==> src/rtl/dss_pkg.sv <==
package dss_pkg;
    localparam int DSS_DATA_W = 16;

    typedef enum logic {
        DSS_ST_DATA     = 1'b0,
        DSS_ST_NOTREADY = 1'b1
    } dss_stat_e;
endpackage

==> src/rtl/dss_sync.sv <==
module dss_sync #(
    parameter int W      = 1,
    parameter int STAGES = 2
) (
    input  logic         clk,
    input  logic         rst_n,
    input  logic [W-1:0] d_i,
    output logic [W-1:0] q_o
);
    logic [W-1:0] stage_q [STAGES];

    for (genvar s = 0; s < STAGES; s++) begin : g_stage
        always_ff @(posedge clk) begin
            if (!rst_n) begin
                stage_q[s] <= '0;
            end else begin
                stage_q[s] <= (s == 0) ? d_i : stage_q[(s == 0) ? 0 : s-1];
            end
        end
    end

    assign q_o = stage_q[STAGES-1];
endmodule

==> src/rtl/dss_edge.sv <==
module dss_edge (
    input  logic clk,
    input  logic rst_n,
    input  logic lvl_i,
    output logic rise_o,
    output logic fall_o
);
    logic prev_q;

    always_ff @(posedge clk) begin
        if (!rst_n) prev_q <= 1'b0;
        else        prev_q <= lvl_i;
    end

    assign rise_o = lvl_i & ~prev_q;
    assign fall_o = ~lvl_i & prev_q;
endmodule

==> src/rtl/dss_engine.sv <==
module dss_engine
    import dss_pkg::*;
#(
    parameter int DATA_W  = DSS_DATA_W,
    localparam int FRAME_W = DATA_W + 1,
    localparam int CNT_W   = $clog2(FRAME_W + 1)
) (
    input  logic               clk,
    input  logic               rst_n,
    input  logic               sel_i,
    input  logic               din_i,
    input  logic               rise_i,
    input  logic               fall_i,
    input  logic [DATA_W-1:0]  rsp_data_i,
    input  logic               rsp_stat_i,
    input  logic               rsp_load_i,
    output logic               dout_o,
    output logic [FRAME_W-1:0] cmd_word_o,
    output logic               cmd_valid_o,
    output logic [CNT_W-1:0]   bit_cnt_o
);
    localparam logic [FRAME_W-1:0] NOT_READY = {DSS_ST_NOTREADY, {DATA_W{1'b0}}};
    localparam logic [CNT_W-1:0]   LAST_BIT  = CNT_W'(FRAME_W - 1);

    typedef struct packed {
        logic [FRAME_W-1:0] rx;
        logic [FRAME_W-1:0] tx;
        logic [FRAME_W-1:0] cmd;
        logic [CNT_W-1:0]   cnt;
        logic               vld;
    } eng_st_t;

    eng_st_t st_d, st_q;

    always_comb begin
        st_d     = st_q;
        st_d.vld = 1'b0;

        if (rsp_load_i && st_q.cnt == '0) begin
            st_d.tx = {rsp_stat_i, rsp_data_i};
        end

        if (!sel_i) begin
            if (st_q.cnt != '0) begin
                st_d.cnt = '0;
                st_d.rx  = '0;
                st_d.tx  = NOT_READY;
            end
        end else begin
            if (rise_i) begin
                if (st_q.cnt == LAST_BIT) begin
                    st_d.cmd = {st_q.rx[FRAME_W-2:0], din_i};
                    st_d.vld = 1'b1;
                    st_d.cnt = '0;
                    st_d.rx  = '0;
                    st_d.tx  = NOT_READY;
                end else begin
                    st_d.rx  = {st_q.rx[FRAME_W-2:0], din_i};
                    st_d.cnt = st_q.cnt + 1'b1;
                end
            end
            if (fall_i && st_q.cnt != '0) begin
                st_d.tx = {st_q.tx[FRAME_W-2:0], 1'b0};
            end
        end
    end

    always_ff @(posedge clk) begin
        if (!rst_n) begin
            st_q.rx  <= '0;
            st_q.tx  <= NOT_READY;
            st_q.cmd <= '0;
            st_q.cnt <= '0;
            st_q.vld <= 1'b0;
        end else begin
            st_q <= st_d;
        end
    end

    assign dout_o      = st_q.tx[FRAME_W-1];
    assign cmd_word_o  = st_q.cmd;
    assign cmd_valid_o = st_q.vld;
    assign bit_cnt_o   = st_q.cnt;
endmodule

==> src/rtl/dbg_serial_slave.sv <==
module dbg_serial_slave
    import dss_pkg::*;
#(
    parameter int DATA_W      = DSS_DATA_W,
    parameter int SYNC_STAGES = 2,
    localparam int FRAME_W    = DATA_W + 1,
    localparam int CNT_W      = $clog2(FRAME_W + 1)
) (
    input  logic               clk,
    input  logic               rst_n,
    input  logic               ser_clk_i,
    input  logic               ser_din_i,
    input  logic               ser_sel_i,
    output logic               ser_dout_o,
    output logic [FRAME_W-1:0] cmd_word_o,
    output logic               cmd_valid_o,
    input  logic [DATA_W-1:0]  rsp_data_i,
    input  logic               rsp_stat_i,
    input  logic               rsp_load_i
);
    logic [2:0]       pins_s;
    logic             sclk_s, din_s, sel_s;
    logic             rise_w, fall_w;
    logic [CNT_W-1:0] bit_cnt;

    dss_sync #(.W(3), .STAGES(SYNC_STAGES)) u_sync (
        .clk   (clk),
        .rst_n (rst_n),
        .d_i   ({ser_sel_i, ser_din_i, ser_clk_i}),
        .q_o   (pins_s)
    );

    assign sclk_s = pins_s[0];
    assign din_s  = pins_s[1];
    assign sel_s  = pins_s[2];

    dss_edge u_edge (
        .clk    (clk),
        .rst_n  (rst_n),
        .lvl_i  (sclk_s),
        .rise_o (rise_w),
        .fall_o (fall_w)
    );

    dss_engine #(.DATA_W(DATA_W)) u_eng (
        .clk         (clk),
        .rst_n       (rst_n),
        .sel_i       (sel_s),
        .din_i       (din_s),
        .rise_i      (rise_w),
        .fall_i      (fall_w),
        .rsp_data_i  (rsp_data_i),
        .rsp_stat_i  (rsp_stat_i),
        .rsp_load_i  (rsp_load_i),
        .dout_o      (ser_dout_o),
        .cmd_word_o  (cmd_word_o),
        .cmd_valid_o (cmd_valid_o),
        .bit_cnt_o   (bit_cnt)
    );
endmodule

==> config.mk <==
export PLATFORM = sky130hd
export DESIGN_NAME = dbg_serial_slave
export DESIGN_NICKNAME = d
export VERILOG_FILES = /design/src/rtl/dss_pkg.sv /design/src/rtl/dss_sync.sv /design/src/rtl/dss_edge.sv /design/src/rtl/dss_engine.sv /design/src/rtl/dbg_serial_slave.sv
export SDC_FILE = /design/constraint.sdc
export NUM_CORES = 1
export LEC_CHECK = 0
export ABC_CLOCK_PERIOD_IN_PS = 2600
export BUFFER_PORTS_ARGS = -buffer_cell sky130_fd_sc_hd__buf_2
export CORE_ASPECT_RATIO = 0.75
export CORE_MARGIN = 2
export CORE_UTILIZATION = 49
export DETAILED_ROUTE_END_ITERATION = 10
export PLACE_DENSITY = 0.71
export SYNTH_ARGS = -nofsm -noshare
export SYNTH_HDL_FRONTEND = slang
export SYNTH_HIERARCHICAL = 1
export SYNTH_SLANG_ARGS = --single-unit
export TNS_END_PERCENT = 10
==> constraint.sdc <==
create_clock -name clk -period 2.6 [get_ports clk]
set_clock_uncertainty 0.2 [all_clocks]
set_input_delay 0.13 -clock clk [delete_from_list [all_inputs] [get_ports clk]]
set_output_delay 0.13 -clock clk [all_outputs]
set_load 0.02 [all_outputs]
==> results by group, run 1 <==
Global route
  • Initial antenna violation count: 0
  • Remaining Overflow, GRT: 0
  • Vias in the first global route: 2363
  • Global-route usage over all layers: 0.206
  • Global-route wire length before repair: 11000 um
  • Largest net degree at the start of global routing: 39

Detailed routing
  • Vias per cell: 5.59
  • 1st-pass router iterations: 4
  • DRT iter0 DRCs: 176
  • DRT antenna net count: 0
  • Post-route DRC: 0
  • Wirelength, routed: 6480 um
  • DR WL/cell: 13.9 um
  • Vias: 2604

Die
  • Die area: 6830 sq um
  • Starting Density: 0.515
  • Die width: 94.8 um
  • Rows: 24
  • I/O pins: 42
  • Die Y: 72.1 um
  • Core box area: 5890 sq um

Run
  • Max cap viols: 0

CTS
  • Clock Tree Root: clkbuf_8
  • CTS tree: built
  • Clk buf depth: 2
  • H-tree Lvls: 3
  • Num CTS Buffers: 9
  • TritonCTS Sinks: 63
  • Reg clk slew, reported paths: 0.06 ns
  • Worst-skew pair later-pin latency: 0.33 ns

Critical path
  • CP Launch Type: flip-flop
  • Worst path max stage delay: 0.49 ns
  • Setup CP Type: reg2reg
  • CP cell instances: inv_1, ha_1, or4b_4, mux2i_4, and2_1, a221o_1
  • Highest-delay cell along the critical path: or4b_4
  • CP top delay family: simple AND/OR/NAND/NOR gates
  • CP max FO: 9
  • CP Capture Type: flip-flop
  • Req. time, crit path: 2.61 ns
  • WP data arrival: 2.31 ns
  • Worst Path Buf+Inv: 1

Power and ir drop
  • Power Density: 585 nW/um^2
  • Final Power: 2.00 mW
  • Leak: 1.37 nW
  • Worst vdd ir: 0.000388 V

Yosys
  • Syn Std Cell Area: 3030 sq um
  • Syn avg cell area: 8.51 sq um
  • Post-Synthesis Cells: 356
  • YS warnings: 6
  • Post-Syn Nets: 381

Place
  • Placer Congestion: 0.873
  • Number of buffers added on ports: 41
  • Post-DP HPWL: 4290 um

Timing
  • Fin crit share: 0.886
  • RSZ-0062 raised after global routing: false
  • Slew Viols, Final: 0
  • Worst slew pin tran: 0.700 ns
  • Slew HR: 0.533
  • Setup TNS: 0 ns
  • Final Hold Fails: 0
  • Setup violators final: 0
  • Fmax: 434 MHz
  • Fin crit period: 2.30 ns

Finish
  • Share of cells above drive strength 1: 0.196
  • Area growth from synthesis to layout: 13.0%
  • Layout net count: 408
  • Antenna Cells: 0

Worst hold path
  • Hold Crit Class: in2reg

Outcome
  • Status: finished clean
## through the flow
step	worst slack (ns)	cell area, sq um	hold WS (ns)	instances	utilization
after detailed placement	0.304	3150	0.141	443	0.536
after global placement	0.348	3150	0.136	443	0.536
after CTS	0.290	3420	0.0186	466	0.582
after global routing	0.145	3420	0.0507	466	0.582
after floorplan	0.324	3030	0.0517	356	-
final	0.297	3420	0.0382	466	0.582
## cells in the final DEF (no fill, tap or decap), drive strengths merged, types with 11 or more instances in the layout
master and count:
buf 53, and2 18, dfxtp 63, a22oi 18
a21oi 33, o21ai 19, clkbuf 11, nand2 56
nor2 21
## final timing paths
check	start	endpoint	slack, ns	cells past startpoint
setup / recovery	u_eng/bit_cnt_o[0]	flip-flop	0.30	6
hold / removal	rst_n	flip-flop	0.04	3
hold reg to reg	u_sync/stage_q[0][0]	u_sync/stage_q[1][0]	0.23	1
setup reg to reg	u_eng/bit_cnt_o[0]	flip-flop	0.30	6
## area by class of cell
cell class	instances	area, sq um
clock inverter	5	57.6
inverter	5	18.8
multi-input combinational	244	1480
fill	556	2460
clock buffer	11	141
timing repair buffer	60	365
sequential	63	1260
tap	78	97.6
## what timing repair did
item,4_1_cts,5_1_grt
gates resized for setup,0,0
hold buffers,7,0
endpoints found under the hold margin,7,0
setup buffers,0,0
## worst min-delay path, delay by kind of cell
kind,cells,cell delay [ns]
buffers and inverters,1,0.22
AOI/OAI and AO/OA,2,0.17
## where the power goes
part           internal, mW  total [mW]  switching [mW]
sequential            0.993        1.02          0.0232
combinational        0.0708       0.155          0.0842
clock                 0.467       0.833           0.366
## metal layers
metal / part of all wire / up-vias / GRT usage
met5: 0 / - / 0
met4: 0.0096 / 0 / 0.0660
met3: 0.048 / 6 / 0.0623
met2: 0.43 / 54 / 0.296
met1: 0.51 / 1230 / 0.298
li1: - / 1314 / -
Power figures use the tool's default switching activity.
==> inputs of run 2 (changes only) <==
Settings changed: RECOVER_POWER set to 100.
==> run 2 against run 1 <==
Net effect:
- clock-buffer cell count unchanged
- final cell count unchanged
- combinational power about the same
- register-to-register slack worse by 0.06 ns
- flip-flop and latch count unchanged
- largest power group unchanged
- sequential power about the same
- highest routed layer unchanged
==> results by group, run 2 (same netlist as run 1, synthesis figures left out) <==
Power and ir drop
  • P_sw: 0.475 mW (was 0.473 mW)
  • Clock network fraction of design power: 0.416 (about the same)
  • Worst vdd ir: 0.000387 V (was 0.000388 V)
  • Power Density: 592 nW/um^2 (was 585 nW/um^2)
  • Logic pwr share: 0.077 (about the same)
  • Flop pwr share: 0.507 (about the same)
  • Internal power: 1.53 mW (about the same)
  • Switching share of power: 0.237 (was 0.236)
  • Leak: 1.28 nW (was 1.37 nW)

Global route
  • Largest net degree at the start of global routing: 39 (unchanged)
  • Initial antenna violation count: 0 (unchanged)
  • Global-route wire length before repair: 11000 um (unchanged)
  • Vias in the first global route: 2363 (unchanged)
  • Remaining Overflow, GRT: 0 (unchanged)
  • Global-route usage over all layers: 0.206 (unchanged)

Critical path
  • Reg-to-reg startpoint: u_eng/bit_cnt_o[0] (unchanged)
  • WP data arrival: 2.37 ns (was 2.31 ns)
  • Worst reg2reg setup slack: 0.24 ns (was 0.30 ns)
  • Reg2reg path depth: 6 (unchanged)
  • CP max FO: 9 (unchanged)
  • CP Launch Type: flip-flop (unchanged)
  • Setup CP Type: reg2reg (unchanged)
  • CP Capture Type: flip-flop (unchanged)
  • Req. time, crit path: 2.61 ns (about the same)
  • Worst setup path start: u_eng/bit_cnt_o[0] (unchanged)

Detailed routing
  • DRT iter0 DRCs: 193 (was 176)
  • Wire length on met2: 2840 um (was 2800 um)
  • DR WL/cell: 14.0 um (was 13.9 um)
  • Vias: 2603 (was 2604)
  • WL met3: 332 um (was 314 um)
  • Wirelength, routed: 6520 um (was 6480 um)
  • Highest routed layer: met4 (unchanged)
  • DRT antenna net count: 0 (unchanged)
  • Post-route DRC: 0 (unchanged)
  • 1st-pass router iterations: 5 (was 4)
  • DRT met1 WL: 3300 um (was 3310 um)
  • Vias per cell: 5.59 (about the same)

Timing
  • Slew HR: 0.493 (was 0.533)
  • Final Hold Fails: 0 (unchanged)
  • RSZ-0062 raised after global routing: false (unchanged)
  • Slew Viols, Final: 0 (unchanged)
  • Fin crit period: 2.36 ns (was 2.30 ns)
  • Fmax: 423 MHz (was 434 MHz)
  • Worst slew pin tran: 0.761 ns (was 0.700 ns)
  • Fin crit share: 0.909 (was 0.886)
  • Setup violators final: 0 (unchanged)
  • Setup TNS: 0 ns (unchanged)

CTS
  • Quantity of hold-fixing buffers added after cts: 7 (unchanged)
  • CTS tree: built (unchanged)
  • Post_cts resized: 0 (unchanged)
  • Setup bufs post-CTS: 0 (unchanged)
  • Clock Tree Root: clkbuf_8 (unchanged)
  • TritonCTS Sinks: 63 (unchanged)
  • Clk buf depth: 2 (unchanged)
  • H-tree Lvls: 3 (unchanged)
  • Num CTS Buffers: 9 (unchanged)
  • Worst-skew pair later-pin latency: 0.33 ns (about the same)
  • Reg clk slew, reported paths: 0.07 ns (was 0.06 ns)

Finish
  • Antenna Cells: 0 (unchanged)
  • Share of cells above drive strength 1: 0.139 (was 0.196)
  • Layout fillers: 558 (was 556)
  • Layout net count: 408 (unchanged)
  • Most frequent cells in the layout: 63 x dfxtp_1, 56 x nand2_1, 33 x a21oi_1, 22 x clkbuf_1, 22 x buf_2 (was 63 x dfxtp_1, 56 x nand2_1, 41 x buf_2, 33 x a21oi_1, 21 x nor2_1)
  • Design area: 3390 sq um (was 3420 sq um)
  • Most common cell after layout, fill and taps aside: dfxtp_1 (unchanged)
  • Area growth from synthesis to layout: 11.8% (was 13.0%)

Worst hold path
  • Worst hold stages: 3 (unchanged)
  • Hold Crit Class: in2reg (unchanged)

Die
  • Core box area: 5890 sq um (unchanged)
  • Die width: 94.8 um (unchanged)
  • Starting Density: 0.515 (unchanged)
  • Rows: 24 (unchanged)
  • Die area: 6830 sq um (unchanged)
  • I/O pins: 42 (unchanged)
  • Die Y: 72.1 um (unchanged)

Run
  • Max cap viols: 0 (unchanged)

Place
  • Placer Congestion: 0.873 (unchanged)
  • Number of buffers added on ports: 41 (unchanged)
  • Post-DP HPWL: 4290 um (unchanged)
  • Placed Instance Area: 3150 sq um (unchanged)

Outcome
  • Status: finished clean (unchanged)
## run 2: critical path: stages, from the launching register on
cell	delay, ns
dfxtp_1	0.35
inv_1	0.09
ha_1	0.17
or4b_1	0.52
mux2i_4	0.24
and2_1	0.30
a221o_1	0.38
## run 2: worst min-delay path by stage
stage,endpoint,start,slack (ns)
6_report,flip-flop,rst_n,0.04
5_1_grt,flip-flop,rst_n,0.05
4_1_cts,flip-flop,rst_n,0.02
3_5_place_dp,u_sync/stage_q[0][2],ser_sel_i,0.14
3_3_place_gp,u_sync/stage_q[0][1],ser_din_i,0.14
2_1_floorplan,u_sync/stage_q[0][0],rst_n,0.05
## run 2: metal layers
metal / vias up / track usage
li1: 1314 / -
met1: 1220 / 0.298
met2: 65 / 0.296
met3: 4 / 0.0623
met4: 0 / 0.0660
met5: - / 0
## run 2: through the flow
step / worst slack (ns) / hold slack (ns) / utilization / power (mW) / cells
final: 0.237 / 0.0416 / 0.575 / 2.00 / 466
after global placement: 0.348 / 0.136 / 0.536 / 1.18 / 443
after detailed placement: 0.304 / 0.141 / 0.536 / 1.18 / 443
after floorplan: 0.324 / 0.0517 / - / 1.14 / 356
after global routing: 0.0745 / 0.0524 / 0.575 / 2.09 / 466
after CTS: 0.290 / 0.0186 / 0.582 / 2.02 / 466
## run 2: layout make-up
type / count / area (sq um) / area share
multi-input combinational: 244 / 1480 / 0.436
clock buffer: 11 / 141 / 0.0418
sequential: 63 / 1260 / 0.373
clock inverter: 5 / 57.6 / 0.0170
tap: 78 / 97.6 / 0.0288
timing repair buffer: 60 / 332 / 0.0979
inverter: 5 / 18.8 / 0.00554
## run 2: power by group through the flow
stage | Combinational, mW | Clock, mW | Sequential [mW]
after floorplan | 0.106 | 0 | 1.03
after global placement | 0.143 | 0 | 1.04
after detailed placement | 0.146 | 0 | 1.04
after CTS | 0.155 | 0.847 | 1.01
after global routing | 0.172 | 0.897 | 1.02
final | 0.154 | 0.834 | 1.02
==> inputs of run 3 (changes only) <==
Settings changed: CORE_MARGIN 2 to not set.
==> run 3 against run 2 <==
Net effect:
- hold slack got worse by 0.0088 ns
- sequential power hardly changed
- clock power up 12%
- wire length is 0.18% higher
- sequential share of layout area fell by 0.26 points
- clock-buffer cell count stayed put
- power is 4.9% higher
- critical path depth stayed put
- final cell count unchanged
- core utilization grew 0.40 points
- largest cell class unchanged
- highest routed layer unchanged
==> results by group, run 3 (same netlist as run 1, synthesis figures left out) <==
Outcome
  • Status: finished clean (unchanged)

Finish
  • Layout net count: 408 (unchanged)
  • Design area: 3410 sq um (was 3390 sq um)
  • Antenna Cells: 0 (unchanged)
  • Area growth from synthesis to layout: 12.6% (was 11.8%)
  • Final Util: 0.579 (was 0.575)
  • Most frequent cells in the layout: 63 x dfxtp_1, 56 x nand2_1, 33 x a21oi_1, 22 x clkbuf_1, 22 x buf_2 (unchanged)
  • Share of cells above drive strength 1: 0.139 (unchanged)
  • Most common cell after layout, fill and taps aside: dfxtp_1 (unchanged)

Critical path
  • Worst reg2reg setup slack: 0.24 ns (about the same)
  • CP cell instances: inv_1, ha_1, or4b_1, mux2i_4, and2_1, a221o_1 (unchanged)
  • Reg2reg path depth: 6 (unchanged)
  • Worst setup path start: u_eng/bit_cnt_o[0] (unchanged)
  • Reg-to-reg startpoint: u_eng/bit_cnt_o[0] (unchanged)
  • Worst Path Buf+Inv: 1 (unchanged)
  • Highest-delay cell along the critical path: or4b_1 (unchanged)
  • CP max FO: 9 (unchanged)
  • CP Capture Type: flip-flop (unchanged)
  • WP data arrival: 2.39 ns (was 2.37 ns)
  • CP Launch Type: flip-flop (unchanged)
  • Req. time, crit path: 2.62 ns (was 2.61 ns)
  • CP top delay family: simple AND/OR/NAND/NOR gates (unchanged)
  • Setup CP Type: reg2reg (unchanged)
  • Worst path max stage delay: 0.52 ns (about the same)

Detailed routing
  • DR WL/cell: 14.0 um (about the same)
  • Vias: 2618 (was 2603)
  • DRT antenna net count: 0 (unchanged)
  • Wirelength, routed: 6530 um (was 6520 um)
  • Vias per cell: 5.62 (was 5.59)
  • DRT iter0 DRCs: 232 (was 193)
  • Post-route DRC: 0 (unchanged)
  • 1st-pass router iterations: 5 (unchanged)

Global route
  • Remaining Overflow, GRT: 0 (unchanged)
  • Global-route wire length before repair: 11000 um (about the same)
  • Global-route usage over all layers: 0.215 (was 0.206)
  • Vias in the first global route: 2324 (was 2363)
  • Largest net degree at the start of global routing: 39 (unchanged)
  • Initial antenna violation count: 0 (unchanged)

Timing
  • RSZ-0062 raised after global routing: false (unchanged)
  • Setup violators final: 0 (unchanged)
  • Setup TNS: 0 ns (unchanged)
  • Final Hold Fails: 0 (unchanged)
  • Fin crit period: 2.36 ns (about the same)
  • Slew HR: 0.495 (was 0.493)
  • Worst slew pin tran: 0.757 ns (was 0.761 ns)
  • Slew Viols, Final: 0 (unchanged)
  • Fin crit share: 0.909 (about the same)
  • Fmax: 423 MHz (about the same)

Worst hold path
  • HP Start: rst_n (unchanged)
  • Hold Crit Class: in2reg (unchanged)
  • Worst hold stages: 3 (unchanged)

Die
  • Die width: 92.8 um (was 94.8 um)
  • Rows: 24 (unchanged)
  • Starting Density: 0.515 (unchanged)
  • I/O pins: 42 (unchanged)
  • Die Y: 70.1 um (was 72.1 um)
  • Core box area: 5890 sq um (unchanged)
  • Die area: 6500 sq um (was 6830 sq um)

Power and ir drop
  • Final Power: 2.10 mW (was 2.00 mW)
  • Worst vdd ir: 0.000318 V (was 0.000387 V)
  • Power Density: 617 nW/um^2 (was 592 nW/um^2)
  • Leak: 1.30 nW (was 1.28 nW)

Run
  • Max cap viols: 0 (unchanged)

CTS
  • Clock Tree Root: clkbuf_8 (unchanged)
  • CTS tree: built (unchanged)
  • H-tree Lvls: 3 (unchanged)
  • Clk buf depth: 2 (unchanged)
  • TritonCTS Sinks: 63 (unchanged)
  • Post_cts resized: 0 (unchanged)
  • Num CTS Buffers: 9 (unchanged)
  • Worst-skew pair later-pin latency: 0.33 ns (about the same)
  • Reg clk slew, reported paths: 0.07 ns (about the same)

Place
  • Number of buffers added on ports: 41 (unchanged)
  • Placer Congestion: 0.827 (was 0.873)
  • Placed Instance Area: 3150 sq um (unchanged)
  • Post-DP HPWL: 4260 um (was 4290 um)
-- run 3: changes by cell type in the layout (fill, tap and decap cells not counted) --
cell and change:
and2_0 -2, and2_1 +2, clkinvlp_4 -2, bufinv_16 +1, clkinv_4 +1
-- run 3: tightest hold or removal path, delay by kind of cell --
family | cells | cell delay (ns)
compound gates | 2 | 0.16
buf+inv | 1 | 0.22
-- run 3: worst max path at each step --
stage | endpoint | slack [ns] | cells after the start
4_1_cts | u_eng/st_q[49] | 0.27 | 7
2_1_floorplan | flip-flop | 0.32 | 8
6_report | flip-flop | 0.24 | 6
3_5_place_dp | flip-flop | 0.32 | 6
5_1_grt | u_eng/cmd_word_o[9] | 0.07 | 8
3_3_place_gp | flip-flop | 0.35 | 6
-- run 3: layer usage --
layer | wire length [um] | up-vias | track usage
li1 | - | 1314 | -
met1 | 3400 | 1230 | 0.311
met2 | 2730 | 68 | 0.302
met3 | 350 | 6 | 0.0741
met4 | 49 | 0 | 0.0564
met5 | 0 | - | 0
-- run 3: layout make-up --
class,count,area [sq um]
clock buffer,11,141
clock inverter,5,81.3
fill,569,2480
inverter,5,18.8
multi-input combinational,244,1480
sequential,63,1260
tap,78,97.6
timing repair buffer,60,332
-- run 3: power breakdown --
group          internal [mW]  leakage, nW  switching [mW]
Sequential             0.993        0.512          0.0231
Clock                  0.566        0.110           0.365
Combinational         0.0699        0.674          0.0852
-- run 3: what timing repair did --
action | 4_1_cts | 5_1_grt
endpoints found under the hold margin | 7 | 0
hold buffers | 7 | 0
setup buffers | 0 | 0
-- run 3: through the flow --
step	instances	hold slack, ns	setup WS (ns)
5_1_grt	466	0.0518	0.0711
3_3_place_gp	443	0.135	0.352
2_1_floorplan	356	0.0517	0.324
6_report	466	0.0329	0.235
3_5_place_dp	443	0.138	0.321
4_1_cts	466	0.0141	0.274
